--- config.mk ---
export PLATFORM = sky130hd
export DESIGN_NAME = dpot_spi_top
export DESIGN_NICKNAME = d
export VERILOG_FILES = /design/src/rtl/dpot_pkg.sv /design/src/rtl/dpot_sync.sv /design/src/rtl/dpot_edge.sv /design/src/rtl/dpot_regs.sv /design/src/rtl/dpot_cmd.sv /design/src/rtl/dpot_spi_top.sv
export SDC_FILE = /design/constraint.sdc
export NUM_CORES = 1
export LEC_CHECK = 0
export ABC_AREA = 1
export BUFFER_PORTS_ARGS = -buffer_cell sky130_fd_sc_hd__buf_2
export CAP_MARGIN = 20
export CORE_MARGIN = 2
export CORE_UTILIZATION = 50
export CTS_CLUSTER_SIZE = 30
export DETAILED_ROUTE_END_ITERATION = 7
export PLACE_DENSITY = 0.66
export SLEW_MARGIN = 5
export SYNTH_ARGS = -nofsm -noshare
export SYNTH_HDL_FRONTEND = slang
export SYNTH_SLANG_ARGS = --single-unit
--- constraint.sdc ---
create_clock -name clk -period 4.4 [get_ports clk]
set_input_delay 0.44 -clock clk [delete_from_list [all_inputs] [get_ports clk]]
set_output_delay 0.44 -clock clk [all_outputs]
set_load 0.02 [all_outputs]
--- src/rtl/dpot_pkg.sv ---
package dpot_pkg;

    localparam int BYTE_W = 8;
    localparam int IDX_W  = 4;
    localparam int NUM_DR = 1 << IDX_W;
    localparam logic [3:0] TYPE_ID = 4'b0101;

    localparam logic [3:0] OP_INCDEC = 4'b0010;
    localparam logic [3:0] OP_STATUS = 4'b0101;
    localparam logic [3:0] OP_RD_W   = 4'b1001;
    localparam logic [3:0] OP_WR_W   = 4'b1010;
    localparam logic [3:0] OP_RD_D   = 4'b1011;
    localparam logic [3:0] OP_WR_D   = 4'b1100;
    localparam logic [3:0] OP_X_DW   = 4'b1101;
    localparam logic [3:0] OP_X_WD   = 4'b1110;

    typedef enum logic [3:0] {
        CMD_BAD, CMD_RD_W, CMD_WR_W, CMD_RD_D, CMD_WR_D,
        CMD_X_DW, CMD_X_WD, CMD_INCDEC, CMD_STATUS
    } cmd_e;

    typedef enum logic [2:0] {
        ST_IDLE, ST_HDR, ST_DIN, ST_DOUT, ST_INCDEC, ST_DONE, ST_IGNORE
    } state_e;

    typedef struct packed {
        logic [3:0] op;
        logic [1:0] reg_sel;
        logic [1:0] bank;
    } hdr2_t;

    function automatic logic hdr1_ok(input logic [7:0] b, input logic [1:0] strap);
        return (b[7:4] == TYPE_ID) && (b[3:2] == 2'b00) && (b[1:0] == strap);
    endfunction

    function automatic cmd_e decode(input hdr2_t h);
        logic b0;
        b0 = (h.bank == 2'b00);
        case (h.op)
            OP_RD_W:   return b0 ? CMD_RD_W   : CMD_BAD;
            OP_WR_W:   return b0 ? CMD_WR_W   : CMD_BAD;
            OP_RD_D:   return CMD_RD_D;
            OP_WR_D:   return CMD_WR_D;
            OP_X_DW:   return b0 ? CMD_X_DW   : CMD_BAD;
            OP_X_WD:   return b0 ? CMD_X_WD   : CMD_BAD;
            OP_INCDEC: return b0 ? CMD_INCDEC : CMD_BAD;
            OP_STATUS: return CMD_STATUS;
            default:   return CMD_BAD;
        endcase
    endfunction

    function automatic logic [IDX_W-1:0] full_index(input hdr2_t h);
        return {h.bank, h.reg_sel};
    endfunction

endpackage

--- src/rtl/dpot_sync.sv ---
module dpot_sync #(
    parameter int W = 3,
    parameter logic [W-1:0] RST_VAL = '0
) (
    input  logic         clk,
    input  logic         rst,
    input  logic [W-1:0] din,
    output logic [W-1:0] lvl
);
    for (genvar g = 0; g < W; g++) begin : g_bit
        logic s1, s2;
        always_ff @(posedge clk) begin
            if (rst) begin
                s1 <= RST_VAL[g];
                s2 <= RST_VAL[g];
            end else begin
                s1 <= din[g];
                s2 <= s1;
            end
        end
        assign lvl[g] = s2;
    end
endmodule

--- src/rtl/dpot_edge.sv ---
module dpot_edge #(
    parameter logic RST_VAL = 1'b0
) (
    input  logic clk,
    input  logic rst,
    input  logic lvl,
    output logic rise,
    output logic fall
);
    logic prev;
    always_ff @(posedge clk) begin
        if (rst) prev <= RST_VAL;
        else     prev <= lvl;
    end
    assign rise = lvl & ~prev;
    assign fall = ~lvl & prev;
endmodule

--- src/rtl/dpot_regs.sv ---
module dpot_regs
    import dpot_pkg::*;
#(
    parameter int WIPER_RESET = 128,
    parameter int BUSY_CYCLES = 1000
) (
    input  logic              clk,
    input  logic              rst,
    input  logic [IDX_W-1:0]  rd_idx,
    output logic [BYTE_W-1:0] rd_data,
    input  logic              dr_we,
    input  logic [IDX_W-1:0]  dr_widx,
    input  logic [BYTE_W-1:0] dr_wdata,
    input  logic              w_we,
    input  logic [BYTE_W-1:0] w_wdata,
    input  logic              inc,
    input  logic              dec,
    output logic [BYTE_W-1:0] wiper,
    output logic              busy
);
    localparam int CNT_W = $clog2(BUSY_CYCLES + 1);
    localparam logic [BYTE_W-1:0] W_MAX = '1;

    logic [BYTE_W-1:0] dr_q [NUM_DR];
    logic [CNT_W-1:0]  busy_cnt;

    for (genvar g = 0; g < NUM_DR; g++) begin : g_dr
        always_ff @(posedge clk) begin
            if (rst) dr_q[g] <= '0;
            else if (dr_we && dr_widx == IDX_W'(g)) dr_q[g] <= dr_wdata;
        end
    end

    assign rd_data = dr_q[rd_idx];

    always_ff @(posedge clk) begin
        if (rst)                busy_cnt <= '0;
        else if (dr_we)         busy_cnt <= CNT_W'(BUSY_CYCLES);
        else if (busy_cnt != 0) busy_cnt <= busy_cnt - 1'b1;
    end
    assign busy = (busy_cnt != 0);

    always_ff @(posedge clk) begin
        if (rst)                      wiper <= BYTE_W'(WIPER_RESET);
        else if (w_we)                wiper <= w_wdata;
        else if (inc && wiper != W_MAX) wiper <= wiper + 1'b1;
        else if (dec && wiper != '0)  wiper <= wiper - 1'b1;
    end

    a_r5_ceiling: assert property (@(posedge clk) disable iff (rst)
        (inc && !w_we && wiper == W_MAX) |=> (wiper == W_MAX));
    a_r5_floor: assert property (@(posedge clk) disable iff (rst)
        (dec && !w_we && wiper == '0) |=> (wiper == '0));
    a_r6_busy_after_update: assert property (@(posedge clk) disable iff (rst)
        dr_we |=> busy);
    a_r3_wiper_hold: assert property (@(posedge clk) disable iff (rst)
        !(w_we || inc || dec) |=> $stable(wiper));
endmodule

--- src/rtl/dpot_cmd.sv ---
module dpot_cmd
    import dpot_pkg::*;
(
    input  logic              clk,
    input  logic              rst,
    input  logic [1:0]        strap,
    input  logic              cs_rise,
    input  logic              cs_fall,
    input  logic              sck_rise,
    input  logic              sck_fall,
    input  logic              si,
    input  logic [BYTE_W-1:0] rd_data,
    input  logic [BYTE_W-1:0] wiper,
    input  logic              busy,
    output logic [IDX_W-1:0]  rd_idx,
    output logic              dr_we,
    output logic [IDX_W-1:0]  dr_widx,
    output logic [BYTE_W-1:0] dr_wdata,
    output logic              w_we,
    output logic [BYTE_W-1:0] w_wdata,
    output logic              inc,
    output logic              dec,
    output logic              so,
    output logic              so_oe
);
    state_e            state;
    cmd_e              cmd_q, cur_cmd;
    logic [3:0]        cnt;
    logic [6:0]        hdr_q;
    logic [6:0]        din_q;
    logic [BYTE_W-1:0] out_q;
    logic [IDX_W-1:0]  sel_idx;
    logic              drive;
    logic [7:0]        cur_byte;
    hdr2_t             h2;

    always_comb begin
        cur_byte = {hdr_q, si};
        h2       = hdr2_t'(cur_byte);
        cur_cmd  = decode(h2);
        rd_idx   = (cur_cmd == CMD_X_DW || cur_cmd == CMD_X_WD) ?
                   {2'b00, h2.reg_sel} : full_index(h2);
    end

    always_ff @(posedge clk) begin
        if (rst) begin
            state    <= ST_IDLE;
            cmd_q    <= CMD_BAD;
            cnt      <= '0;
            hdr_q    <= '0;
            din_q    <= '0;
            out_q    <= '0;
            sel_idx  <= '0;
            drive    <= 1'b0;
            dr_we    <= 1'b0;
            dr_widx  <= '0;
            dr_wdata <= '0;
            w_we     <= 1'b0;
            w_wdata  <= '0;
            inc      <= 1'b0;
            dec      <= 1'b0;
        end else begin
            dr_we <= 1'b0;
            w_we  <= 1'b0;
            inc   <= 1'b0;
            dec   <= 1'b0;
            if (cs_fall) begin
                state <= ST_HDR;
                cnt   <= '0;
                drive <= 1'b0;
            end else if (cs_rise) begin
                state <= ST_IDLE;
                drive <= 1'b0;
            end else if (sck_rise) begin
                case (state)
                    ST_HDR: begin
                        hdr_q <= cur_byte[6:0];
                        cnt   <= cnt + 1'b1;
                        if (cnt == 4'd7 && !hdr1_ok(cur_byte, strap)) begin
                            state <= ST_IGNORE;
                        end else if (cnt == 4'd15) begin
                            cnt     <= '0;
                            cmd_q   <= cur_cmd;
                            sel_idx <= rd_idx;
                            case (cur_cmd)
                                CMD_RD_W:   begin out_q <= wiper;   state <= ST_DOUT; end
                                CMD_RD_D:   begin out_q <= rd_data; state <= ST_DOUT; end
                                CMD_STATUS: begin out_q <= {7'b0, busy}; state <= ST_DOUT; end
                                CMD_WR_W, CMD_WR_D: state <= ST_DIN;
                                CMD_X_DW: begin
                                    w_we    <= 1'b1;
                                    w_wdata <= rd_data;
                                    state   <= ST_DONE;
                                end
                                CMD_X_WD: begin
                                    dr_we    <= 1'b1;
                                    dr_widx  <= rd_idx;
                                    dr_wdata <= wiper;
                                    state    <= ST_DONE;
                                end
                                CMD_INCDEC: state <= ST_INCDEC;
                                default:    state <= ST_IGNORE;
                            endcase
                        end
                    end
                    ST_DIN: begin
                        din_q <= {din_q[5:0], si};
                        cnt   <= cnt + 1'b1;
                        if (cnt == 4'd7) begin
                            state <= ST_DONE;
                            if (cmd_q == CMD_WR_D) begin
                                dr_we    <= 1'b1;
                                dr_widx  <= sel_idx;
                                dr_wdata <= {din_q, si};
                            end else begin
                                w_we    <= 1'b1;
                                w_wdata <= {din_q, si};
                            end
                        end
                    end
                    ST_DOUT: begin
                        cnt <= cnt + 1'b1;
                        if (cnt == 4'd7) state <= ST_DONE;
                    end
                    ST_INCDEC: begin
                        if (si) inc <= 1'b1;
                        else    dec <= 1'b1;
                    end
                    default: ;
                endcase
            end else if (sck_fall && state == ST_DOUT) begin
                if (drive) out_q <= {out_q[6:0], 1'b0};
                else       drive <= 1'b1;
            end
        end
    end

    assign so    = out_q[7];
    assign so_oe = drive && (state == ST_DOUT);

    a_r7_so_hold: assert property (@(posedge clk) disable iff (rst)
        (so_oe && !sck_fall && !cs_fall) |=> (so == $past(so)));
    a_r8_no_update_after_deselect: assert property (@(posedge clk) disable iff (rst)
        cs_rise |=> !(dr_we || w_we || inc || dec));
    a_r11_done_is_quiet: assert property (@(posedge clk) disable iff (rst)
        (state == ST_DONE && !cs_fall) |=> !(dr_we || w_we || inc || dec));
endmodule

--- src/rtl/dpot_spi_top.sv ---
module dpot_spi_top
    import dpot_pkg::*;
#(
    parameter int WIPER_RESET = 128,
    parameter int BUSY_CYCLES = 1000
) (
    input  logic              clk,
    input  logic              rst,
    input  logic              cs_n,
    input  logic              sck,
    input  logic              si,
    input  logic [1:0]        addr_strap,
    output logic              so,
    output logic              so_oe,
    output logic [BYTE_W-1:0] wiper_pos
);
    logic [2:0] lvl;
    logic cs_rise, cs_fall, sck_rise, sck_fall;
    logic [IDX_W-1:0]  rd_idx, dr_widx;
    logic [BYTE_W-1:0] rd_data, dr_wdata, w_wdata;
    logic dr_we, w_we, inc, dec, busy;

    dpot_sync #(.W(3), .RST_VAL(3'b100)) u_sync (
        .clk(clk), .rst(rst), .din({cs_n, sck, si}), .lvl(lvl));

    dpot_edge #(.RST_VAL(1'b1)) u_cs_edge (
        .clk(clk), .rst(rst), .lvl(lvl[2]), .rise(cs_rise), .fall(cs_fall));

    dpot_edge #(.RST_VAL(1'b0)) u_sck_edge (
        .clk(clk), .rst(rst), .lvl(lvl[1]), .rise(sck_rise), .fall(sck_fall));

    dpot_cmd u_cmd (
        .clk(clk), .rst(rst), .strap(addr_strap),
        .cs_rise(cs_rise), .cs_fall(cs_fall),
        .sck_rise(sck_rise), .sck_fall(sck_fall), .si(lvl[0]),
        .rd_data(rd_data), .wiper(wiper_pos), .busy(busy),
        .rd_idx(rd_idx), .dr_we(dr_we), .dr_widx(dr_widx), .dr_wdata(dr_wdata),
        .w_we(w_we), .w_wdata(w_wdata), .inc(inc), .dec(dec),
        .so(so), .so_oe(so_oe));

    dpot_regs #(.WIPER_RESET(WIPER_RESET), .BUSY_CYCLES(BUSY_CYCLES)) u_regs (
        .clk(clk), .rst(rst), .rd_idx(rd_idx), .rd_data(rd_data),
        .dr_we(dr_we), .dr_widx(dr_widx), .dr_wdata(dr_wdata),
        .w_we(w_we), .w_wdata(w_wdata), .inc(inc), .dec(dec),
        .wiper(wiper_pos), .busy(busy));

    a_r7_release_on_deselect: assert property (@(posedge clk) disable iff (rst)
        cs_rise |=> !so_oe);
    a_r7_oe_only_while_selected: assert property (@(posedge clk) disable iff (rst)
        so_oe |-> !lvl[2]);
endmodule

Yosys cells after proc, flatten, opt, wreduce, memory -nomap -nowiden. Memories as Yosys holds them, arrays and structs flattened. Cells that the tools add are included.

Bits in latches: 0. Memory bits (read-only): 0. Register bits after elaboration: 88. Memories: 1. RAM bits: 128.

Eq/ne operators: 55. Bitwise operators: 29. $lt $le $gt $ge: 0. Mux-type cells: 128. Shifts and indexed selects: 0. Divide/modulo/power cells: 0. $mul: 0. Add/sub/neg operators: 4. Reduce and logical (&&, ||, !) cells: 57.

Memory list: u_regs.dr_q (words 16, bits a word 8, read ports 1, clocked after Yosys merged registers in 0, wr ports 16, line dpot_regs.sv:24) `logic [BYTE_W-1:0] dr_q [NUM_DR];`.

Operators by type and width (number): $mux 8 (35); $mux 1 (66); $eq 4x4->1 const B (16); $eq 4x3->1 const B (11); $mux 4 (8); $pmux 4 s8 (1); $pmux 8 s2 (2); $pmux 8 s3 (1); $logic_and 1x1->1 (23); $eq 4x2->1 const B (5); $mux 10 (2); $mux 3 (6); $reduce_and 9->1 (2); $ne 2x1->1 const B (8); $or 1x1->1 (16); $pmux 4 s2 (2); $reduce_and 4->1 (4); $pmux 3 s4 (1); $reduce_bool 10->1 (1); $reduce_bool 2->1 (5); $reduce_or 2->1 (5); $sub 10x1->10 const B (1); $not 1->1 (9); $add 8x1->8 const B (1); 30 further kinds (42).

Depth between registers and ports, before layout.
Depth in word-level cells: 12. Mapped depth: 13. Gate-level depth less buffers: 12.

By module. From an unflattened synthesis, not the netlist that was laid out.

Cell total of the unflattened synthesis: 1260. Area total of the unflattened synthesis: 10388.7 sq um.

By module, submodules not included: dpot_regs (instances 1, area an instance 7138.1 sq um, cells each 791); dpot_cmd (instances 1, area an instance 2977.9 sq um, cells each 434); dpot_sync (instances 1, area an instance 191.4 sq um, cells each 22); dpot_edge at u_cs_edge (instances 1, area an instance 42.5 sq um, cells each 7); dpot_edge at u_sck_edge (instances 1, area an instance 38.8 sq um, cells each 6).

Worst setup path before layout. OpenSTA, ideal clock, no wires.

Kind: register -> register. Start: register u_regs.wiper[0]. End: register u_regs.wiper[7]. Cell stages (with the launch flop): 12. Slack: 2176 ps. Required time: 4288 ps. Arrival: 2112 ps. Path through: dfxtp_1 -> nand4_1 -> o21ai_1 -> ha_1 -> a21oi_1 -> o21ai_0 -> a21oi_1 -> inv_1 -> nand2_1 -> nand3_1 -> nand2_1 -> nand2_1.

Cells in the longest elaborated chain, start to end: 4.

Ends and longest elaborated chain: start: declaration (line dpot_regs.sv:18) `output logic [BYTE_W-1:0] wiper,`; start signal: assignment (line dpot_regs.sv:44) `if (rst) wiper <= BYTE_W'(WIPER_RESET);`; start signal: assignment (line dpot_regs.sv:45) `else if (w_we) wiper <= w_wdata;`; start signal: assignment (line dpot_regs.sv:46) `else if (inc && wiper != W_MAX) wiper <= wiper + 1'b1;`; $sub 8x1->8 / $ne 8x8->1 (equally long branches) (line dpot_regs.sv:47, dpot_regs.sv:46); $mux 8 / $logic_and 1x1->1 (equally long branches) (line dpot_regs.sv:47, dpot_regs.sv:46); $mux 8 (line dpot_regs.sv:46); $mux 8 (line dpot_regs.sv:45).

Parallel ways exist; a longest one is shown, timed or not. The select of a mux whose other input is x is not followed. A chain may end at the register's enable or synchronous reset.

Worst setup path after layout.
Start: register u_sync.g_bit[0].s2. End: register u_cmd.dr_wdata[3].

Cells in the longest elaborated chain, start to end: 6.

Ends and longest elaborated chain: start: declaration (line dpot_sync.sv:11) `logic s1, s2;`; start signal: assignment (line dpot_sync.sv:15) `s2 <= RST_VAL[g];`; $logic_not 2->1 / $eq 2x2->1 (equally long branches) (line dpot_pkg.sv:38, dpot_pkg.sv:33); $mux 3 (tied with other cells) (line dpot_pkg.sv:46) `OP_INCDEC: return b0 ? CMD_INCDEC : CMD_BAD;`; $pmux 4 s8 / $logic_not 1->1 (equally long branches) (line dpot_pkg.sv:39, dpot_cmd.sv:79); $eq 4x3->1 / $logic_and 1x1->1 (equally long branches) (line dpot_cmd.sv:85, dpot_cmd.sv:79); $ne 2x1->1 (no line) / $ne 2x2->1 (equally long branches); $reduce_and 9->1 (no line) *; end signal: assignment (line dpot_cmd.sv:98) `dr_wdata <= wiper;`; end signal: assignment (line dpot_cmd.sv:114) `dr_wdata <= {din_q, si};`; end: declaration (line dpot_cmd.sv:18) `output logic [BYTE_W-1:0] dr_wdata,`.

Every way passes the cells marked *; elsewhere a longest branch is shown, timed or not.

==> metrics.sh <==
RESULT_OF_THE_RUN='finished, final reports clean'
FINAL_LAYOUT_SIZE_SUFFIX_GT1_SHARE_PCT=7.459
FINISH.NET_COUNT=1355
DR.PASS1.ITERS=7
BUFFER_PORTS.INSERTED=16
COREAREA_SQ_UM=20890
DIE_WIDTH_MICRONS=149.5
PLACED_CELL_AREA_SQ_UM=10830
FINAL-SETUP-VIOL-COUNT=0
VIAS_PER_CELL=5.378
DIODES=0
SYNTH_CELL_TYPE_COUNT=41
TIMING.SETUP.CRITICAL_PATH_CLASS='reg -> reg'
CTS_MADE_BUFFERS=24
HOLD_PATH_STARTPOINT='cs_n'
CTS_BUFFER_DEPTH=3
LARGEST_NET_DEGREE_AT_THE_START_OF_GLOBAL_ROUTING=69
SYN_TO_FINAL_GROWTH_PCT=10.44
HIGHEST_COUNT_CELLS_IN_THE_LAYOUT_IGNORING_FILL_AND_TAPS='sky130_fd_sc_hd__nand2_1 (304), sky130_fd_sc_hd__nor2_1 (204), sky130_fd_sc_hd__inv_1 (163)'
MET1WIRELENGTH_MICRONS=12080
ROUTED-VIA-COUNT=8761
GP_CONGESTION=0.8724
PLACE.DETAILED.HPWL_MICRONS=17530
WORSTPATHREQUIRED_PS=4830
WIRELENGTH_MICRONS=26760
FIN_HOLD_WS_PS=106.1
YOSYSTOPAREACELLSHARE_PCT=36.31
CLKTRANSATPATHREGS_PS=60
CTS_REPAIR_RESIZE_COUNT=0
GRT_ANTENNA_BEFORE_REPAIR=0
HTREE_NUM_LEVELS=1
DRTANTENNAVIOLNETS=0
TRITONCTS='yes'
ENDPOINT_KIND_OF_THE_WORST_SETUP_TIMING_PATH='register'
HOLD_BUFFER_COUNT_AT_CTS=0
POST-CTS-SETUP-BUFFERS=0
TIMING.CLOCK.SKEW_PS=8.682
SYNTHESIS.AREA_SQ_UM=10590
SYNTHTOPCELLSBYAREA='sky130_fd_sc_hd__edfxtp_1 (36%), sky130_fd_sc_hd__dfxtp_1 (17%), sky130_fd_sc_hd__nand2_1 (11%)'
WORSTPATHMAXFANOUT=24
WORST_PIN_SLEW_PS=910.6
DETAILEDROUTE.FIRSTITERATIONVIOLATIONS=774
REGTOREGENDPOINT='u_cmd.dr_wdata[3]'
GRT_PASS1_VIAS=7966
HP-CLASS='in -> reg'
WORSTSKEWPAIRLATENCY_PS=520
WORST_R2R_STARTPOINT='u_sync.g_bit[0].s2'
YOSYSSEQAREASHARE_PCT=52.95
FINAL_HOLD_VIOS=0
POWER.DENSITY_nW_PER_UM2=408.6
MET2_LENGTH_MICRONS=12070
RSZ0062_AT_GRT='no'
DIEAREA_SQ_UM=22350
HOLD_END='u_sync.g_bit[2].s1'
GRT_FIRST_PASS_WIRELENGTH_MICRONS=42510
CTSROOTBUFFERMASTER='sky130_fd_sc_hd__clkbuf_16'
REPORT.FINAL.SLEW_VIOL_COUNT=0
FLOORPLAN.IO_PINS=17
GRT_REMAINING_OVERFLOW=0
HOLDPATHSTAGES=2
SYNTH_FP_NETS=1352
TOTAL_ROUTING_USAGE_GR_PCT=24.16
ROUTE.TOP_LAYER_USED='met4'
YOSYSTOPAREACELL='sky130_fd_sc_hd__edfxtp_1'
TIMING.SETUP.TNS_PS=0
AVGSYNTHCELLAREA_SQ_UM=7.936
FP-ROW-COUNT=53
NUMBER_OF_CLOCK_SINKS=216
POST-ROUTE-DRC-COUNT=0
YOSYS_WARNINGS=0
FINISH.INSTANCE_AREA_SQ_UM=11690
MAX_SLEW_MARGIN_PCT=39.21
DETAILED_ROUTED_WIRE_LENGTH_ON_MET3_MICRONS=1906
SYNTH.FF_LATCH_COUNT=216
NUMBER_OF_CELLS_TRAVERSED_BY_THE_WORST_REGISTER_TO_REGISTER_PATH=8
CLOCK.FMAX_MHz=385.9
WORST_IR_DROP_VDD_uV=238.6
LAYOUT.CELLS.MOST_COMMON='sky130_fd_sc_hd__nand2_1'
ROUTE.DETAILED.WL_PER_INST_MICRONS=16.43
MAX-CAP-VIOLATIONS=0
R2R_SETUP_SLACK_PS=1810
FINAL.MIN_CLOCK_PERIOD_PS=2592
TIMING.CRITICAL_PATH.FROM='u_sync.g_bit[0].s2'
N_FILL_CELL=1933
TOTAL_LEAKAGE_POWER_nW=4.852
POST-ROUTE-PERIOD-UTIL_PCT=58.90
NETLIST_INSTANCES=1334
WORST_SETUP_PATH_START_KIND='register'
STARTING_DENSITY_OF_THE_CORE_PCT=50.68
DIE_HEIGHT_MICRONS=149.5
WP_DATA_ARRIVAL_PS=3020
## critical path, stage by stage, from the launching register on
cell and delay, ps:
sky130_fd_sc_hd__dfxtp_1 910, sky130_fd_sc_hd__inv_2 440, sky130_fd_sc_hd__nand2_2 210, sky130_fd_sc_hd__inv_1 90, sky130_fd_sc_hd__nand3_1 130, sky130_fd_sc_hd__nand2_1 80, sky130_fd_sc_hd__nand3_2 330, sky130_fd_sc_hd__o21ai_0 130
sky130_fd_sc_hd__a21oi_1 160
## state kept, by name, indices dropped and copies added, names as in the netlist, 3 cells and up
name / flops
u_cmd.out_q: 8
u_regs.wiper: 8
u_cmd.state: 3
u_cmd.cmd_q: 4
u_sync.g_bit.s1: 3
u_cmd.dr_wdata: 8
u_cmd.w_wdata: 8
u_cmd.dr_widx: 4
u_regs.busy_cnt: 10
u_cmd.sel_idx: 4
u_regs.dr_q: 128
u_cmd.hdr_q: 7
u_sync.g_bit.s2: 3
u_cmd.cnt: 4
u_cmd.din_q: 7
## area by class of cell
| type | instances | area, sq um | area share (%) |
|---|---|---|---|
| sequential | 216 | 5607 | 47.96 |
| multi-input combinational | 883 | 4046 | 34.61 |
| inverter | 179 | 676.9 | 5.790 |
| clock buffer | 32 | 671.9 | 5.747 |
| tap | 275 | 344.1 | 2.943 |
| timing repair buffer | 33 | 212.7 | 1.819 |
| clock inverter | 11 | 132.6 | 1.134 |
## stage by stage
step                      util, %  total power, mW  cells  worst slack (ps)
after CTS                   55.71            4.798   1623              1875
after floorplan                 -            2.649   1334              2176
after detailed placement    51.85            2.759   1580              1922
after global placement      51.70            2.745   1575              1840
final                       55.97            4.777   1629              1808
after global routing        55.97            4.958   1629              1559
## synthesized netlist by cell type
cell type,count
sky130_fd_sc_hd__nand2_1,304
sky130_fd_sc_hd__nor2_1,204
sky130_fd_sc_hd__inv_1,163
sky130_fd_sc_hd__nand3_1,132
sky130_fd_sc_hd__edfxtp_1,128
sky130_fd_sc_hd__dfxtp_1,88
sky130_fd_sc_hd__o21ai_0,86
sky130_fd_sc_hd__a21oi_1,62
sky130_fd_sc_hd__clkbuf_1,32
sky130_fd_sc_hd__buf_2,17
sky130_fd_sc_hd__nor3_1,15
sky130_fd_sc_hd__nand4_1,12
sky130_fd_sc_hd__a31oi_1,11
sky130_fd_sc_hd__ha_1,10
sky130_fd_sc_hd__clkinv_1,9
sky130_fd_sc_hd__a211oi_1,6
sky130_fd_sc_hd__inv_2,6
sky130_fd_sc_hd__nand2_2,5
sky130_fd_sc_hd__or2_2,4
sky130_fd_sc_hd__buf_4,3
sky130_fd_sc_hd__nand3_2,3
sky130_fd_sc_hd__nor2_4,3
sky130_fd_sc_hd__o21ai_2,3
sky130_fd_sc_hd__o31ai_1,3
sky130_fd_sc_hd__xor2_1,3
sky130_fd_sc_hd__a221oi_1,2
sky130_fd_sc_hd__a41oi_1,2
sky130_fd_sc_hd__buf_1,2
sky130_fd_sc_hd__buf_6,2
sky130_fd_sc_hd__nand2_4,2
sky130_fd_sc_hd__o21ai_1,2
sky130_fd_sc_hd__a21boi_0,1
sky130_fd_sc_hd__a32oi_1,1
sky130_fd_sc_hd__clkinv_4,1
sky130_fd_sc_hd__fa_1,1
sky130_fd_sc_hd__nand3b_1,1
sky130_fd_sc_hd__nor2_2,1
sky130_fd_sc_hd__nor3_2,1
sky130_fd_sc_hd__o21bai_1,1
sky130_fd_sc_hd__o32a_1,1
sky130_fd_sc_hd__xnor2_1,1
## power by group
| group | leakage (nW) | switching [mW] | internal (mW) |
|---|---|---|---|
| clock | 0.400 | 0.811 | 1.25 |
| combinational | 2.53 | 0.283 | 0.143 |
| sequential | 1.93 | 0.0511 | 2.24 |
| total | 4.85 | 1.15 | 3.63 |
## cells by family (layout without fill, tap and decap cells)
logic type,after synthesis,after routing,synth area share [%]
DFF,216,216,52.95
buffers and inverters,235,255,8.829
xor gates and xnor gates,4,4,0.3310
and+or+nand+nor,687,687,27.24
adders and majority gates,11,11,1.371
AOI/OAI and AO/OA,181,181,9.278
## layer usage
layer	track usage, %	vias to the layer above
met2	37.80	310
met4	8.000	0
met3	3.171	53
li1	-	4350
met5	0	-
met1	34.85	4048
## worst max path at each step
stage,to,slack [ps]
detailed placement,u_cmd.dr_wdata[1],1920
CTS,u_regs.dr_q[6][2],1880
global placement,u_regs.dr_q[1][2],1840
finish,u_cmd.dr_wdata[3],1810
global route,u_cmd.dr_wdata[1],1560
floorplan,u_regs.wiper[7],2180
Power figures use the tool's default switching activity.
